--- config.mk ---
export PLATFORM = sky130hd
export DESIGN_NAME = minsum_relay_chain
export DESIGN_NICKNAME = d
export VERILOG_FILES = /design/src/rtl/minsum_relay_pkg.sv /design/src/rtl/minsum_relay_dly.sv /design/src/rtl/minsum_relay_seg.sv /design/src/rtl/minsum_relay_chain.sv
export SDC_FILE = /design/constraint.sdc
export NUM_CORES = 1
export LEC_CHECK = 0
export BUFFER_PORTS_ARGS = -buffer_cell sky130_fd_sc_hd__buf_2
export CORE_MARGIN = 2
export CORE_UTILIZATION = 59
export CTS_CLUSTER_DIAMETER = 150
export DETAILED_ROUTE_END_ITERATION = 10
export PLACE_DENSITY = 0.77
export SYNTH_ARGS = -nofsm -noshare
export SYNTH_HDL_FRONTEND = slang
export SYNTH_SLANG_ARGS = --single-unit
--- constraint.sdc ---
create_clock -name clk -period 11.62 [get_ports clk]
set_input_delay 2.324 -clock clk [delete_from_list [all_inputs] [get_ports clk]]
set_output_delay 2.324 -clock clk [all_outputs]
set_load 0.005 [all_outputs]
--- src/rtl/minsum_relay_pkg.sv ---
package minsum_relay_pkg;
  localparam int LLR_W   = 6;
  localparam int MAG_W   = LLR_W - 1;
  localparam int IDX_W   = 5;
  localparam int TAG_W   = 2;
  localparam logic [MAG_W-1:0] MAG_MAX = {MAG_W{1'b1}};

  typedef struct packed {
    logic [MAG_W-1:0] m1;
    logic [MAG_W-1:0] m2;
    logic [IDX_W-1:0] idx;
    logic             sgn;
  } relay_t;

  // saturating absolute value; most negative code maps to MAG_MAX
  function automatic logic [MAG_W-1:0] sat_mag(input logic [LLR_W-1:0] x);
    logic [LLR_W-1:0] neg;
    neg = ~x + 1'b1;
    if (!x[LLR_W-1])                         return x[MAG_W-1:0];
    else if (x == {1'b1, {MAG_W{1'b0}}})     return MAG_MAX;
    else                                     return neg[MAG_W-1:0];
  endfunction

  // combine left-neighbour summary (earlier edges) with a local one;
  // strict compare keeps the earlier edge as min1 on a tie
  function automatic relay_t merge(input relay_t left, input relay_t loc);
    relay_t r;
    r.sgn = left.sgn ^ loc.sgn;
    if (loc.m1 < left.m1) begin
      r.m1  = loc.m1;
      r.idx = loc.idx;
      r.m2  = (left.m1 < loc.m2) ? left.m1 : loc.m2;
    end else begin
      r.m1  = left.m1;
      r.idx = left.idx;
      r.m2  = (loc.m1 < left.m2) ? loc.m1 : left.m2;
    end
    return r;
  endfunction
endpackage

--- src/rtl/minsum_relay_dly.sv ---
module minsum_relay_dly #(
  parameter int W = 8,
  parameter int D = 1
) (
  input  logic         clk,
  input  logic [W-1:0] d,
  output logic [W-1:0] q
);
  generate
    if (D == 0) begin : g_pass
      assign q = d;
    end else begin : g_pipe
      logic [W-1:0] r_q [D];
      always_ff @(posedge clk) begin
        r_q[0] <= d;
        for (int i = 1; i < D; i++) r_q[i] <= r_q[i-1];
      end
      assign q = r_q[D-1];
    end
  endgenerate
endmodule

--- src/rtl/minsum_relay_seg.sv ---
module minsum_relay_seg
  import minsum_relay_pkg::*;
#(
  parameter int EPS     = 5,
  parameter int BASE    = 0,
  parameter int SEG_LAT = 5
) (
  input  logic                 clk,
  input  logic                 rst_n,
  input  logic                 up_valid,
  input  logic [TAG_W-1:0]     up_tag,
  input  relay_t               up_word,
  input  logic [EPS*LLR_W-1:0] slice,
  output logic                 dn_valid,
  output logic [TAG_W-1:0]     dn_tag,
  output relay_t               dn_word
);
  relay_t           loc;
  relay_t           nxt;
  logic             v_q [SEG_LAT];
  logic [TAG_W-1:0] t_q [SEG_LAT];
  relay_t           w_q [SEG_LAT];

  // local two-minimum search over this segment's edges, then merge
  always_comb begin
    loc = '{m1: MAG_MAX, m2: MAG_MAX, idx: '0, sgn: 1'b0};
    for (int i = 0; i < EPS; i++) begin
      logic [LLR_W-1:0] l;
      logic [MAG_W-1:0] m;
      l = slice[i*LLR_W +: LLR_W];
      m = sat_mag(l);
      loc.sgn = loc.sgn ^ l[LLR_W-1];
      if (m < loc.m1) begin
        loc.m2  = loc.m1;
        loc.m1  = m;
        loc.idx = IDX_W'(BASE + i);
      end else if (m < loc.m2) begin
        loc.m2 = m;
      end
    end
    nxt = merge(up_word, loc);
  end

  always_ff @(posedge clk or negedge rst_n) begin
    if (!rst_n) begin
      for (int i = 0; i < SEG_LAT; i++) v_q[i] <= 1'b0;
    end else begin
      v_q[0] <= up_valid;
      for (int i = 1; i < SEG_LAT; i++) v_q[i] <= v_q[i-1];
    end
  end

  always_ff @(posedge clk) begin
    if (up_valid) begin
      w_q[0] <= nxt;
      t_q[0] <= up_tag;
    end
    for (int i = 1; i < SEG_LAT; i++) begin
      if (v_q[i-1]) begin
        w_q[i] <= w_q[i-1];
        t_q[i] <= t_q[i-1];
      end
    end
  end

  assign dn_valid = v_q[SEG_LAT-1];
  assign dn_tag   = t_q[SEG_LAT-1];
  assign dn_word  = w_q[SEG_LAT-1];
endmodule

--- src/rtl/minsum_relay_chain.sv ---
module minsum_relay_chain
  import minsum_relay_pkg::*;
#(
  parameter int NSEG    = 4,
  parameter int EPS     = 5,
  parameter int SEG_LAT = 5
) (
  input  logic                         clk,
  input  logic                         rst_n,
  input  logic                         in_valid,
  input  logic [TAG_W-1:0]             in_tag,
  input  logic [NSEG*EPS*LLR_W-1:0]    in_llr,
  output logic                         out_valid,
  output logic [TAG_W-1:0]             out_tag,
  output logic [NSEG*EPS-1:0]          out_sign,
  output logic [NSEG*EPS*MAG_W-1:0]    out_mag
);
  localparam int ROW   = NSEG * EPS;
  localparam int LAT   = NSEG * SEG_LAT;
  localparam int SLC_W = EPS * LLR_W;

  logic             ch_v [NSEG+1];
  logic [TAG_W-1:0] ch_t [NSEG+1];
  relay_t           ch_w [NSEG+1];
  logic [ROW-1:0]   sgn_in;
  logic [ROW-1:0]   sgn_dly;

  assign ch_v[0] = in_valid;
  assign ch_t[0] = in_tag;
  assign ch_w[0] = '{m1: MAG_MAX, m2: MAG_MAX, idx: '0, sgn: 1'b0};

  generate
    for (genvar g = 0; g < NSEG; g++) begin : g_seg
      logic [SLC_W-1:0] slice_al;
      // skew each slice so it meets the relay word at its segment
      minsum_relay_dly #(.W(SLC_W), .D(g*SEG_LAT)) u_skew (
        .clk (clk),
        .d   (in_llr[g*SLC_W +: SLC_W]),
        .q   (slice_al)
      );
      minsum_relay_seg #(.EPS(EPS), .BASE(g*EPS), .SEG_LAT(SEG_LAT)) u_seg (
        .clk      (clk),
        .rst_n    (rst_n),
        .up_valid (ch_v[g]),
        .up_tag   (ch_t[g]),
        .up_word  (ch_w[g]),
        .slice    (slice_al),
        .dn_valid (ch_v[g+1]),
        .dn_tag   (ch_t[g+1]),
        .dn_word  (ch_w[g+1])
      );
    end
    for (genvar e = 0; e < ROW; e++) begin : g_sgn
      assign sgn_in[e] = in_llr[e*LLR_W + LLR_W-1];
    end
  endgenerate

  minsum_relay_dly #(.W(ROW), .D(LAT)) u_sgn_dly (
    .clk (clk),
    .d   (sgn_in),
    .q   (sgn_dly)
  );

  always_comb begin
    out_valid = ch_v[NSEG];
    out_tag   = ch_t[NSEG];
    for (int e = 0; e < ROW; e++) begin
      out_sign[e] = ch_w[NSEG].sgn ^ sgn_dly[e];
      out_mag[e*MAG_W +: MAG_W] = (ch_w[NSEG].idx == IDX_W'(e)) ? ch_w[NSEG].m2
                                                                 : ch_w[NSEG].m1;
    end
  end
endmodule

==> run_results.csv <==
group,metric,value,unit
synth,async_reset_ff_frac,0.0132,
synth,synth.mux.area_fraction,0.0446,
worst_setup_path,crit_path_start_kind,"flop",
synth,synth_compound_area_frac,0.0826,
hold_path,hp-class,"reg2reg",
synth,syn-num-nets,3469,
detailed_routing,drc,0,
placement,port_buffers,247,
detailed_routing,drt_iter0_drc,1339,
worst_setup_path,critical_path_class,"reg2reg",
detailed_routing,antenna_left,0,
worst_setup_path,crit_family,"compound AO/OA/AOI/OAI gates",
floorplan,start_util,0.599,
worst_setup_path,cp.depth,50,
power_and_ir_drop,p_per_area,259,nW/um2
worst_setup_path,cp-end-kind,"flop",
clocking,cts_buffer_depth,3,
floorplan,num_rows,101,
detailed_routing,viasPerCell,5.06,
synth,avgSynthCellArea,14.3,um2
synth,synth_area_leaders,"dfxtp_1, edfxtp_1, ha_1",
clocking,cts_num_sinks,1510,
sta,final_hold_viol_count,0,
synth,synthCells,3181,
worst_setup_path,path_buf_inv,5,
clocking,cts_max_level,4,
grt,track_usage,0.194,
floorplan,die_area,79600,um2
synth,synth_area,45600,um2
hold_path,hold_depth,0,
synth,synth_edf_count,340,
worst_setup_path,cp.arrival,11.18,ns
sta,fin_skew,0.0379,ns
clocking,clkTransAtPathRegs,0.07,ns
synth,yosysUniqueCellTypes,109,
synth,synth_fa_ha_area_frac,0.0447,
synth,synth_top_family_by_area,"compound AO/OA/AOI/OAI gates",
worst_setup_path,cp_max_fo,13,
synth,synth-xor-area-share,0.0142,
detailed_routing,first_pass_iters,7,
placement,gp_congestion,0.909,
final_layout,syn_to_final_growth,15.4,%
synth,yosysWarnings,0,
worst_setup_path,required,12.07,ns
power_and_ir_drop,peakVddDrop,0.000156,V
sta,fin_hold_ws,0.312,ns
synth,ys_seq_elements,1510,
synth,netlist.area_leader.share,0.505,
floorplan,die-height,282,um
worst_setup_path,cpMostUsedCell,"ha_1",
worst_setup_path,slowest_stage,"or3b_4",
grt,antenna_found_initial,6,
floorplan,core,76200,um2
sta,drv_slew,0,
detailed_routing,num_vias,23576,
sta,rsz0062_at_grt,"no",
clocking,clock_latency,0.72,ns
detailed_routing,wl_per_cell,16.3,um
sta,max_slew_margin,0.310,
placement,place_hpwl,51400,um
run,cap_violations,0,
detailed_routing,routed_wl,76100,um
synth,synth_area_leader_cell,"dfxtp_1",
floorplan,die_w,282,um
grt,grt_pass1_vias,23794,
grt,grt_max_degree,27,
final_layout,multi_input_area,11100,um2
sta,setup_violations,0,
final_layout,layout-drive-gt1-share,0.186,
floorplan,io_pins,248,
sta,layout_min_cycle_time,10.73,ns
clocking,cts_made_buffers,136,
worst_setup_path,rr_worst_depth,50,
clocking,cts_tree,"yes",
final_layout,final-seq-area,33700,um2
sta,worst_slew_pin_slew,1.04,ns
grt,grt_first_pass_wirelength,121000,um
sta,tns,0,ns
synth,synthSimpleGateAreaFrac,0.0567,
sta,fmaxAchievable,0.0932,GHz
synth,seq_area_frac_synth,0.739,
final_layout,nNetsFinal,3800,
final_layout,nFillCells,5122,
worst_setup_path,max_stage_delay,0.43,ns
synth,ys.flop_type,"dfxtp_1",
clocking,root_buffer,"clkbuf_16",
run_status,status,"finished, final reports clean",
sta,timing.final.crit_share,0.924,
grt,grt-ovfl-total,0,
power_and_ir_drop,p_leak,0.0222,uW
cells in the mapped netlist (34+ instances only):
master,number
a21oi_1,108
a21o_1,61
edfxtp_1,340
nand3_1,43
xnor2_1,34
mux2i_1,55
xor2_1,40
clkbuf_1,52
ha_1,163
nor2_1,116
inv_1,138
dfxtp_1,1150
o21ai_0,95
nand2_1,171
mux2_2,126
cell type report:
type / count / share of cell area
Timing Repair Buffer: 261 / 0.0255
Clock inverter: 54 / 0.0148
Tap cell: 1030 / 0.0245
Clock buffer: 192 / 0.0735
Sequential cell: 1510 / 0.641
Multi-Input combinational cell: 1464 / 0.211
Inverter: 139 / 0.00991
Antenna cell: 6 / 0.000285
cells by family after synthesis:
group                    Yosys count
flip-flops                      1510
adder cells (fa/ha/maj)          163
buffers and inverters            207
multiplexers                     186
AND/OR/NAND/NOR                  518
XOR/XNOR                          74
AO/OA/AOI/OAI                    523
path summary, 6_finish.rpt:
path | start | end | slack [ns]
min reg2reg | g_seg[3].u_skew.g_pipe.r_q[10][15] | g_seg[3].u_skew.g_pipe.r_q[11][15] | 0.31
min in group asynchronous | rst_n | g_seg[3].u_seg.v_q[3] | 1.60
min | g_seg[3].u_skew.g_pipe.r_q[10][15] | g_seg[3].u_skew.g_pipe.r_q[11][15] | 0.31
max reg2reg | g_seg[2].u_skew.g_pipe.r_q[9][0] | g_seg[2].u_seg.w_q[0][10] | 0.89
max | g_seg[2].u_skew.g_pipe.r_q[9][0] | g_seg[2].u_seg.w_q[0][10] | 0.89
max in group asynchronous | rst_n | g_seg[0].u_seg.v_q[3] | 9.63
placed cells by master (no fill, tap or decap), types with 107 or more instances in the layout:
| cell type | Yosys | layout |
|---|---|---|
| a21oi_1 | 108 | 107 |
| buf_2 | 11 | 247 |
| clkbuf_16 | 0 | 138 |
| dfxtp_1 | 1150 | 1150 |
| edfxtp_1 | 340 | 340 |
| ha_1 | 163 | 163 |
| inv_1 | 138 | 139 |
| mux2_2 | 126 | 126 |
| nand2_1 | 171 | 171 |
| nor2_1 | 116 | 115 |
per-layer routing:
layer	routed length, um	global-route usage	vias up
met1	31700	0.229	11050
met2	39000	0.349	520
met4	2280	0.0786	0
met5	0	0	-
li1	-	-	11860
met3	3120	0.0339	146
power by group:
group	switching (uW)	internal (uW)	leakage, uW
Sequential	188	5980	0.0133
Combinational	1750	1230	0.00663
Clock	1890	2590	0.00226
worst register-to-register path: cells and delay by family, from the launching register on:
family                     cells  cell delay [ns]
muxes                          2             0.56
buffers and inverters          5             0.69
adders and majority gates      6             1.69
and+or+nand+nor               12             2.19
AOI/OAI and AO/OA             25             4.99
DFF                            1             0.32
flip-flops by register name, indices dropped and copies added, names as in the netlist:
| name | count |
|---|---|
| g_seg.u_seg.w_q | 300 |
| g_seg.u_seg.v_q | 16 |
| g_seg.u_seg.dn_valid | 4 |
| u_sgn_dly.g_pipe.r_q | 296 |
| g_seg.u_skew.g_pipe.r_q | 854 |
| g_seg.u_seg.t_q | 40 |
metrics by stage:
step            util  instances  worst slack (ns)  power [uW]  area, um2
6_report       0.691       4656             0.888       13600      52600
4_1_cts        0.690       4643             0.645       13700      52600
2_1_floorplan      -       3181              1.89        8420      45600
3_3_place_gp   0.629       4397             0.572        9110      47900
5_1_grt        0.691       4656            0.0113       14300      52600
3_5_place_dp   0.629       4397             0.342        9180      47900
what timing repair did:
item / 4_1_cts / 5_1_grt
endpoints found under the setup margin: 0 / 8
gates resized for setup: 0 / 7
setup buffers: 0 / 7
hold buffers: 0 / 0
(Power assumes the default switching activity.)
